$ cat src/rtl/fsh_pkg.sv
package fsh_pkg;
  localparam int unsigned DATA_W   = 32;
  localparam int unsigned CNT_IN_W = 8;
  localparam int unsigned FLAG_W   = 5;

  typedef enum logic { DIR_LEFT = 1'b0, DIR_RIGHT = 1'b1 } fsh_dir_e;

  typedef struct packed {
    logic of;
    logic sf;
    logic zf;
    logic pf;
    logic cf;
  } fsh_flags_t;

  function automatic logic even_par8(input logic [7:0] b);
    return ~(^b);
  endfunction
endpackage

$ cat src/rtl/fsh_count_ctl.sv
module fsh_count_ctl #(
  parameter int unsigned DATA_W   = 32,
  parameter int unsigned CNT_IN_W = 8,
  localparam int unsigned CNT_W   = $clog2(DATA_W),
  localparam int unsigned HALF_W  = DATA_W / 2
) (
  input  logic [CNT_IN_W-1:0] cnt_i,
  input  logic                size_i,
  output logic [CNT_W-1:0]    amt_o,
  output logic                active_o,
  output logic                one_o
);
  logic in_range;

  assign amt_o    = cnt_i[CNT_W-1:0];
  // full width accepts every masked value; half width only below HALF_W
  assign in_range = size_i ? 1'b1 : (32'(amt_o) < HALF_W);
  assign active_o = (amt_o != '0) && in_range;
  assign one_o    = (amt_o == CNT_W'(1));
endmodule

$ cat src/rtl/fsh_funnel.sv
module fsh_funnel #(
  parameter int unsigned W     = 32,
  parameter int unsigned CNT_W = 5,
  localparam int unsigned EXT_W = 2 * W + 1
) (
  input  logic             dir_i,
  input  logic [W-1:0]     dst_i,
  input  logic [W-1:0]     src_i,
  input  logic [CNT_W-1:0] amt_i,
  output logic [W-1:0]     res_o,
  output logic             carry_o
);
  import fsh_pkg::*;

  logic [EXT_W-1:0] ext_l, ext_r, shf_l, shf_r;

  // one guard bit beyond the destination catches the last bit out
  assign ext_l = {1'b0, dst_i, src_i};
  assign ext_r = {src_i, dst_i, 1'b0};
  assign shf_l = ext_l << amt_i;
  assign shf_r = ext_r >> amt_i;

  always_comb begin
    if (fsh_dir_e'(dir_i) == DIR_LEFT) begin
      res_o   = shf_l[2*W-1:W];
      carry_o = shf_l[2*W];
    end else begin
      res_o   = shf_r[W:1];
      carry_o = shf_r[0];
    end
  end
endmodule

$ cat src/rtl/fsh_flag_gen.sv
module fsh_flag_gen #(
  parameter int unsigned DATA_W = 32,
  localparam int unsigned HALF_W = DATA_W / 2
) (
  input  logic              size_i,
  input  logic              active_i,
  input  logic              one_i,
  input  logic [DATA_W-1:0] res_i,
  input  logic [DATA_W-1:0] dst_i,
  input  logic              carry_i,
  input  logic [4:0]        flags_i,
  output logic [4:0]        flags_o,
  output logic [4:0]        we_o
);
  import fsh_pkg::*;

  fsh_flags_t fin, fnew, wen;
  logic msb_new, msb_old, zero;

  assign fin     = fsh_flags_t'(flags_i);
  assign msb_new = size_i ? res_i[DATA_W-1] : res_i[HALF_W-1];
  assign msb_old = size_i ? dst_i[DATA_W-1] : dst_i[HALF_W-1];
  assign zero    = size_i ? (res_i == '0) : (res_i[HALF_W-1:0] == '0);

  always_comb begin
    wen = '0;
    if (active_i) begin
      wen.cf = 1'b1;
      wen.pf = 1'b1;
      wen.zf = 1'b1;
      wen.sf = 1'b1;
      wen.of = one_i;
    end
  end

  always_comb begin
    fnew    = fin;
    fnew.cf = wen.cf ? carry_i           : fin.cf;
    fnew.pf = wen.pf ? even_par8(res_i[7:0]) : fin.pf;
    fnew.zf = wen.zf ? zero              : fin.zf;
    fnew.sf = wen.sf ? msb_new           : fin.sf;
    fnew.of = wen.of ? (msb_old ^ msb_new) : fin.of;
  end

  assign flags_o = fnew;
  assign we_o    = wen;
endmodule

$ cat src/rtl/fsh_unit.sv
module fsh_unit #(
  parameter int unsigned DATA_W   = fsh_pkg::DATA_W,
  parameter int unsigned CNT_IN_W = fsh_pkg::CNT_IN_W,
  localparam int unsigned CNT_W   = $clog2(DATA_W),
  localparam int unsigned HALF_W  = DATA_W / 2
) (
  input  logic                clk_i,
  input  logic                rst_ni,
  input  logic                valid_i,
  input  logic                dir_i,
  input  logic                size_i,
  input  logic [DATA_W-1:0]   dst_i,
  input  logic [DATA_W-1:0]   src_i,
  input  logic [CNT_IN_W-1:0] cnt_i,
  input  logic [4:0]          flags_i,
  output logic                valid_o,
  output logic [DATA_W-1:0]   result_o,
  output logic [4:0]          flags_o,
  output logic [4:0]          flag_we_o
);
  logic [CNT_W-1:0]  amt;
  logic              active, one;
  logic [DATA_W-1:0] lane_res [2];
  logic              lane_cy  [2];
  logic [DATA_W-1:0] sel_res, core_res;
  logic              sel_cy;
  logic [4:0]        nxt_flags, nxt_we;

  fsh_count_ctl #(.DATA_W(DATA_W), .CNT_IN_W(CNT_IN_W)) u_cnt (
    .cnt_i   (cnt_i),
    .size_i  (size_i),
    .amt_o   (amt),
    .active_o(active),
    .one_o   (one)
  );

  // lane 0 = half width, lane 1 = full width
  for (genvar g = 0; g < 2; g++) begin : g_lane
    localparam int unsigned LW = HALF_W << g;
    logic [LW-1:0] r;
    logic          c;
    fsh_funnel #(.W(LW), .CNT_W(CNT_W)) u_fun (
      .dir_i  (dir_i),
      .dst_i  (dst_i[LW-1:0]),
      .src_i  (src_i[LW-1:0]),
      .amt_i  (amt),
      .res_o  (r),
      .carry_o(c)
    );
    assign lane_res[g] = DATA_W'(r);
    assign lane_cy[g]  = c;
  end

  always_comb begin
    if (size_i) begin
      sel_res = lane_res[1];
      sel_cy  = lane_cy[1];
    end else begin
      sel_res = {dst_i[DATA_W-1:HALF_W], lane_res[0][HALF_W-1:0]};
      sel_cy  = lane_cy[0];
    end
    core_res = active ? sel_res : dst_i;
  end

  fsh_flag_gen #(.DATA_W(DATA_W)) u_flg (
    .size_i  (size_i),
    .active_i(active),
    .one_i   (one),
    .res_i   (core_res),
    .dst_i   (dst_i),
    .carry_i (sel_cy),
    .flags_i (flags_i),
    .flags_o (nxt_flags),
    .we_o    (nxt_we)
  );

  always_ff @(posedge clk_i or negedge rst_ni) begin
    if (!rst_ni) begin
      valid_o   <= 1'b0;
      result_o  <= '0;
      flags_o   <= '0;
      flag_we_o <= '0;
    end else begin
      valid_o <= valid_i;
      if (valid_i) begin
        result_o  <= core_res;
        flags_o   <= nxt_flags;
        flag_we_o <= nxt_we;
      end
    end
  end
endmodule

$ cat config.mk
export PLATFORM = sky130hd
export DESIGN_NAME = fsh_unit
export DESIGN_NICKNAME = d
export VERILOG_FILES = /design/src/rtl/fsh_pkg.sv /design/src/rtl/fsh_count_ctl.sv /design/src/rtl/fsh_funnel.sv /design/src/rtl/fsh_flag_gen.sv /design/src/rtl/fsh_unit.sv
export SDC_FILE = /design/constraint.sdc
export NUM_CORES = 1
export LEC_CHECK = 0
export ABC_AREA = 1
export BUFFER_PORTS_ARGS = -buffer_cell sky130_fd_sc_hd__buf_2
export CAP_MARGIN = 20
export CORE_ASPECT_RATIO = 0.75
export CORE_MARGIN = 8
export CORE_UTILIZATION = 35
export CTS_CLUSTER_SIZE = 16
export DETAILED_ROUTE_END_ITERATION = 7
export GPL_TIMING_DRIVEN = 0
export PLACE_DENSITY = 0.54
export SYNTH_ARGS = -nofsm -noshare
export SYNTH_HDL_FRONTEND = slang
export SYNTH_HIERARCHICAL = 1
export SYNTH_SLANG_ARGS = --single-unit
$ cat constraint.sdc
create_clock -name clk_i -period 1.35 [get_ports clk_i]
set_input_delay 0.3375 -clock clk_i [delete_from_list [all_inputs] [get_ports clk_i]]
set_output_delay 0.3375 -clock clk_i [all_outputs]
set_load 0.005 [all_outputs]
Yosys cells after proc, flatten, opt, wreduce, memory -nomap -nowiden

Index checks and enable logic that the tools add are counted.

Bits in registers: 43
Input port bits: 82
Output and inout port bits: 43
Logic and storage cells: 34

Magnitude comparators: 1
Equal/unequal tests: 1
Shifts and indexed selects: 4
Multiplexer cells: 17
Bitwise operators: 2
Reductions and logical operators: 5

Operator list:

| kind                                           | number |
|---|---|
| 2-to-1 mux 32 bit                              | 3 |
| left shift 64 x 5 -> 65 bit                    | 1 |
| right shift 65 x 5 -> 33 bit                   | 1 |
| left shift 32 x 5 -> 33 bit                    | 1 |
| right shift 33 x 5 -> 17 bit                   | 1 |
| zero test 32 bit                               | 1 |
| zero test 16 bit                               | 1 |
| 2-to-1 mux 16 bit                              | 1 |
| 2-to-1 mux 1 bit                               | 12 |
| parity 8 bit                                   | 1 |
| == test 5 x 1 -> 1 bit (second input constant) | 1 |
| < comparator 5 bit (second input constant)     | 1 |
| 2-to-1 mux 5 bit                               | 1 |
| nonzero test 5 bit                             | 1 |
| logical AND 1 bit                              | 1 |
| inverter 1 bit                                 | 1 |
| XOR 1 bit                                      | 1 |

Depth between registers and ports, before layout

Depth in word-level cells: 7
Gate-level depth with buffers: 27
Gate-level depth less buffers: 24

Cells and area by module

The synthesis kept the hierarchy.

By module, submodules not included:

| module                       | times used | cells each | area each (µm²) | seq. area each (µm²) |
|---|---|---|---|---|
| fsh_funnel (g_lane[1].u_fun) | 1          | 1270       | 5738.0          | 0.0 |
| fsh_funnel (g_lane[0].u_fun) | 1          | 669        | 3180.6          | 0.0 |
| fsh_unit                     | 1          | 323        | 2296.0          | 1076.0 |
| fsh_flag_gen                 | 1          | 76         | 362.8           | 0.0 |
| fsh_count_ctl                | 1          | 15         | 78.8            | 0.0 |

Worst setup path after synthesis

No wires, ideal clock.

Kind: input port to flip-flop
From: input port cnt_i[1]
To: register flags_o[1]
Library setup time: 0.116 ns
Arrival time: 2.475 ns
Required time: 1.234 ns
Setup slack: -1.241 ns
Stages: 23
Buffers on the path: 4
Cell sequence: buf_4 > buf_2 > inv_2 > buf_4 > buf_2 > nand3_1 > nand3_1 > nand3_1 > nand2_1 > nand2_1 > nand3_1 > nand2_1 > nand2_1 > nand3_1 > and2_1 > inv_1 > ha_1 > xnor2_1 > nand2_1 > nand3_1 > nand2_1 > nand2_1 > nand2_1

Word-level cells in the longest chain between the ends: 7

Ends and longest elaborated chain:

| item                                                                        | RTL line                           | RTL |
|---|---|---|
| from (decl)                                                                 | fsh_unit.sv:14                     | `input logic [CNT_IN_W-1:0] cnt_i,` |
| left shift 64 x 5 -> 65 bit or right shift 65 x 5 -> 33 bit (tied branches) | fsh_funnel.sv:20, fsh_funnel.sv:21 |  |
| 2-to-1 mux 32 bit *                                                         | fsh_funnel.sv:24                   | `if (fsh_dir_e'(dir_i) == DIR_LEFT) begin` |
| via g_lane[1].r[6]                                                          | fsh_unit.sv:40                     | `logic [LW-1:0] r;` |
| 2-to-1 mux 32 bit *                                                         | fsh_unit.sv:55                     | `if (size_i) begin` |
| 2-to-1 mux 32 bit *                                                         | fsh_unit.sv:62                     | `core_res = active ? sel_res : dst_i;` |
| via core_res[6]                                                             | fsh_unit.sv:25                     | `logic [DATA_W-1:0] sel_res, core_res;` |
| parity 8 bit *                                                              | fsh_pkg.sv:17                      | `return ~(^b);` |
| inverter 1 bit *                                                            | fsh_pkg.sv:17                      |  |
| 2-to-1 mux 1 bit *                                                          | fsh_flag_gen.sv:39                 | `fnew.pf = wen.pf ? even_par8(res_i[7:0]) : fin.pf;` |
| via nxt_flags[1]                                                            | fsh_unit.sv:27                     | `logic [4:0] nxt_flags, nxt_we;` |
| to (signal assigned)                                                        | fsh_unit.sv:87                     | `flags_o <= nxt_flags;` |
| to (decl)                                                                   | fsh_unit.sv:18                     | `output logic [4:0] flags_o,` |

The timed path passes the listed nets; every way through them passes the cells marked *.
A chain may end at the register's enable or synchronous reset.

Worst setup path after layout

From: input port cnt_i[2]
To: register flags_o[1]

The elaborated chain is that of the path after synthesis.

==> impl_metrics.yaml <==
outcome:
  outcome: "complete, but fails checks"
  violations: "DRC, setup timing"
die:
  dieArea_mm2: 0.03946
  io_pins: 125
  core_mm2: 0.03316
  die_h_um: 174.0
  initial_core_util_pct: 35.15
  die_w_um: 226.7
  row_count: 58
worst_setup_path:
  max_stage_delay_ns: 0.25
  crit_type: "input port to flip-flop"
  path_buf_inv: 6
  crit_required_ns: 1.53
  path_cells: "buf_2 > buf_4 > buf_4 > buf_12 > buf_8 > nand3_1 > nand2_1 > nand2_1 > nand3_4 > nand3_2 > nand2_2 > nand2_2 > nand3_1 > and2_4 > inv_2 > ha_4 > xnor2_4 > nand2_1 > nand3_2 > nand2_1 > nand2_1 > nand2_1"
  worst_path_most_repeated_cell: "nand2_1"
  crit_slowest_cell: "ha_4"
  end_kind: "flip-flop"
  crit_family: "simple AND/OR/NAND/NOR gates"
  cp.arrival_ns: 3.14
  path_max_fanout: 10
  cp-start-kind: "input port"
sta:
  fin_skew_ns: 0
  setup_viol: 37
  clock.fmax_mhz: 337.2
  post-route-period-util_pct: 219.7
  slew-limit-headroom_pct: 36.39
  rsz0062_at_grt: "yes"
  tightestPinTransition_ns: 0.9542
  report.final.slew_viol_count: 0
  setup_ws_ns: -1.615
  hold_viol: 0
  period_minus_slack_ns: 2.965
cts:
  clk_pin_slew_ns: 0.07
  cts-root-buf: "clkbuf_16"
  cts.sink_count: 43
  htree_levels: 2
  cts_tree: "done"
  cts_max_path_buffers: 2
  cts_buffers: 5
  holdBufCountCts: 0
  clk_latency_ns: 0.29
power_and_ir_drop:
  p_leak_nw: 8.804
  ir_drop_mv: 0.6999
  power_density_mw_per_mm2: 656.6
synth:
  synth_seq_cells: 43
  syn-mean-instance-area_um2: 4.954
  ys_seq_area_share_pct: 9.231
  ys_types: 31
  syn_nets: 2439
  synthCells: 2353
  ys_warn_count: 6
  synth_area_mm2: 0.01166
final_layout:
  final_common_cell: "nand3_1"
  seq_area_mm2: 0.001076
  multi_input_area_mm2: 0.01271
  nFillCells: 3357
  final_net_count: 2626
  final_area_mm2: 0.01806
  area_growth_pct: 54.91
  layout-drive-gt1-share_pct: 42.58
  final_cell_mix: "nand3_1, nand2_1, nand3_2, nand2_2, buf_2"
place:
  placed_area_mm2: 0.01344
  dp_slack_ns: -2.783
  io_buffers: 120
  gp_congestion: 1.161
  dp_hpwl_mm: 69.26
detailed_routing:
  vias_per_cell: 6.881
  drt-total-wl_mm: 95.24
  drt_iter0_markers: 3946
  ant_nets: 0
  vias: 20590
  dr.pass1.iters: 8
  drc_errors: 45
  wire_per_inst_um: 31.83
global_route:
  grt_max_degree: 44
  antenna_found_initial: 3
  globalRoute.totalOverflow: 0
  grt_pass1_wl_mm: 127.8
  grt_pass1_vias: 18290
  grt_usage_pct: 44.31
min_path:
  hold_path_class: "input port to flip-flop"
job:
  cap_violations: 0
metrics by stage:
step | hold WS (ns) | std cells | TNS [ns] | power (W) | utilization [%]
5_1_grt | 0.1687 | 2992 | -33.50 | 0.01211 | 54.44
2_1_floorplan | 0.04191 | 2353 | -15.50 | 0.005336 | -
4_1_cts | 0.1705 | 2962 | -26.61 | 0.01021 | 48.19
6_report | 0.1629 | 2992 | -31.01 | 0.01186 | 54.44
3_5_place_dp | 0.4545 | 2923 | -63.08 | 0.007858 | 40.53
3_3_place_gp | 0.4480 | 2923 | -63.76 | 0.007854 | 40.53
flip-flops by register name, indices dropped and copies added (netlist names):
| register | flops |
|---|---|
| flag_we_o | 5 |
| result_o | 32 |
| flags_o | 5 |
| valid_o | 1 |
power by group:
part / switching (W) / internal (W)
clock network: 0.000521 / 0.000872
logic: 0.00602 / 0.00289
registers: 0.0000957 / 0.00146
total: 0.00664 / 0.00522
what timing repair did:
action,CTS,global route
pin swaps,66,109
cloned,3,9
endpoints found under the setup margin,42,42
setup buffers,28,21
gates resized for setup,559,416
synth_stat cells, drive strengths merged:
cell / instances / area, um^2
xor2: 1 / 8.760
or2: 16 / 100.1
xnor2: 1 / 8.760
inv: 52 / 202.7
and2: 16 / 100.1
clkinv: 3 / 11.26
nand3b: 1 / 7.510
ha: 4 / 50.05
clkbuf: 59 / 221.5
a21oi: 15 / 78.83
buf: 128 / 739.5
dfrtp: 43 / 1076
nand4: 4 / 25.02
a31oi: 4 / 25.02
nor2: 58 / 222.7
nand3: 1067 / 5360
nand2: 870 / 3363
o21ai: 11 / 55.05
area by class of cell:
| class | instances | area share [%] |
|---|---|---|
| tap | 450 | 3.118 |
| clock inverter | 3 | 0.2425 |
| timing repair buffer | 179 | 7.830 |
| sequential | 43 | 5.959 |
| antenna | 1 | 0.01386 |
| buffer | 187 | 10.19 |
| multi-input combinational | 2068 | 70.38 |
| inverter | 55 | 1.511 |
| timing repair inverter | 1 | 0.06237 |
| clock buffer | 5 | 0.6930 |
worst paths after layout:
kind / startpoint / end / slack [ns] / cells after the start
min reg2reg: flag_we_o[3] / flag_we_o[3] / 0.47 / 2
min in group asynchronous: rst_ni / result_o[8] / 0.18 / 1
max: cnt_i[2] / flags_o[1] / -1.62 / 22
min: valid_i / valid_o / 0.16 / 1
max reg2reg: result_o[10] / result_o[10] / 0.65 / 2
max in group asynchronous: rst_ni / result_o[20] / 0.56 / 1
cell families (layout without fill, tap and decap cells):
logic type                 Yosys count  count (layout)  share of synthesized area [%]
adders and majority gates            4               4                         0.4294
DFF                                 43              43                          9.231
and+or+nand+nor                   2032            2032                          78.75
AOI/OAI and AO/OA                   30              30                          1.363
xor gates and xnor gates             2               2                         0.1503
buffers and inverters              242             430                          10.08
other                                0               1                              0
layer usage:
| layer | vias to the layer above | part of all wire, % | track usage [%] |
|---|---|---|---|
| met1 | 9586 | 39 | 58.19 |
| met2 | 2071 | 35 | 54.45 |
| li1 | 8396 | - | - |
| met5 | - | 0.12 | 0 |
| met3 | 530 | 20 | 28.68 |
| met4 | 4 | 6.4 | 19.69 |
Power figures use the tool's default switching activity.
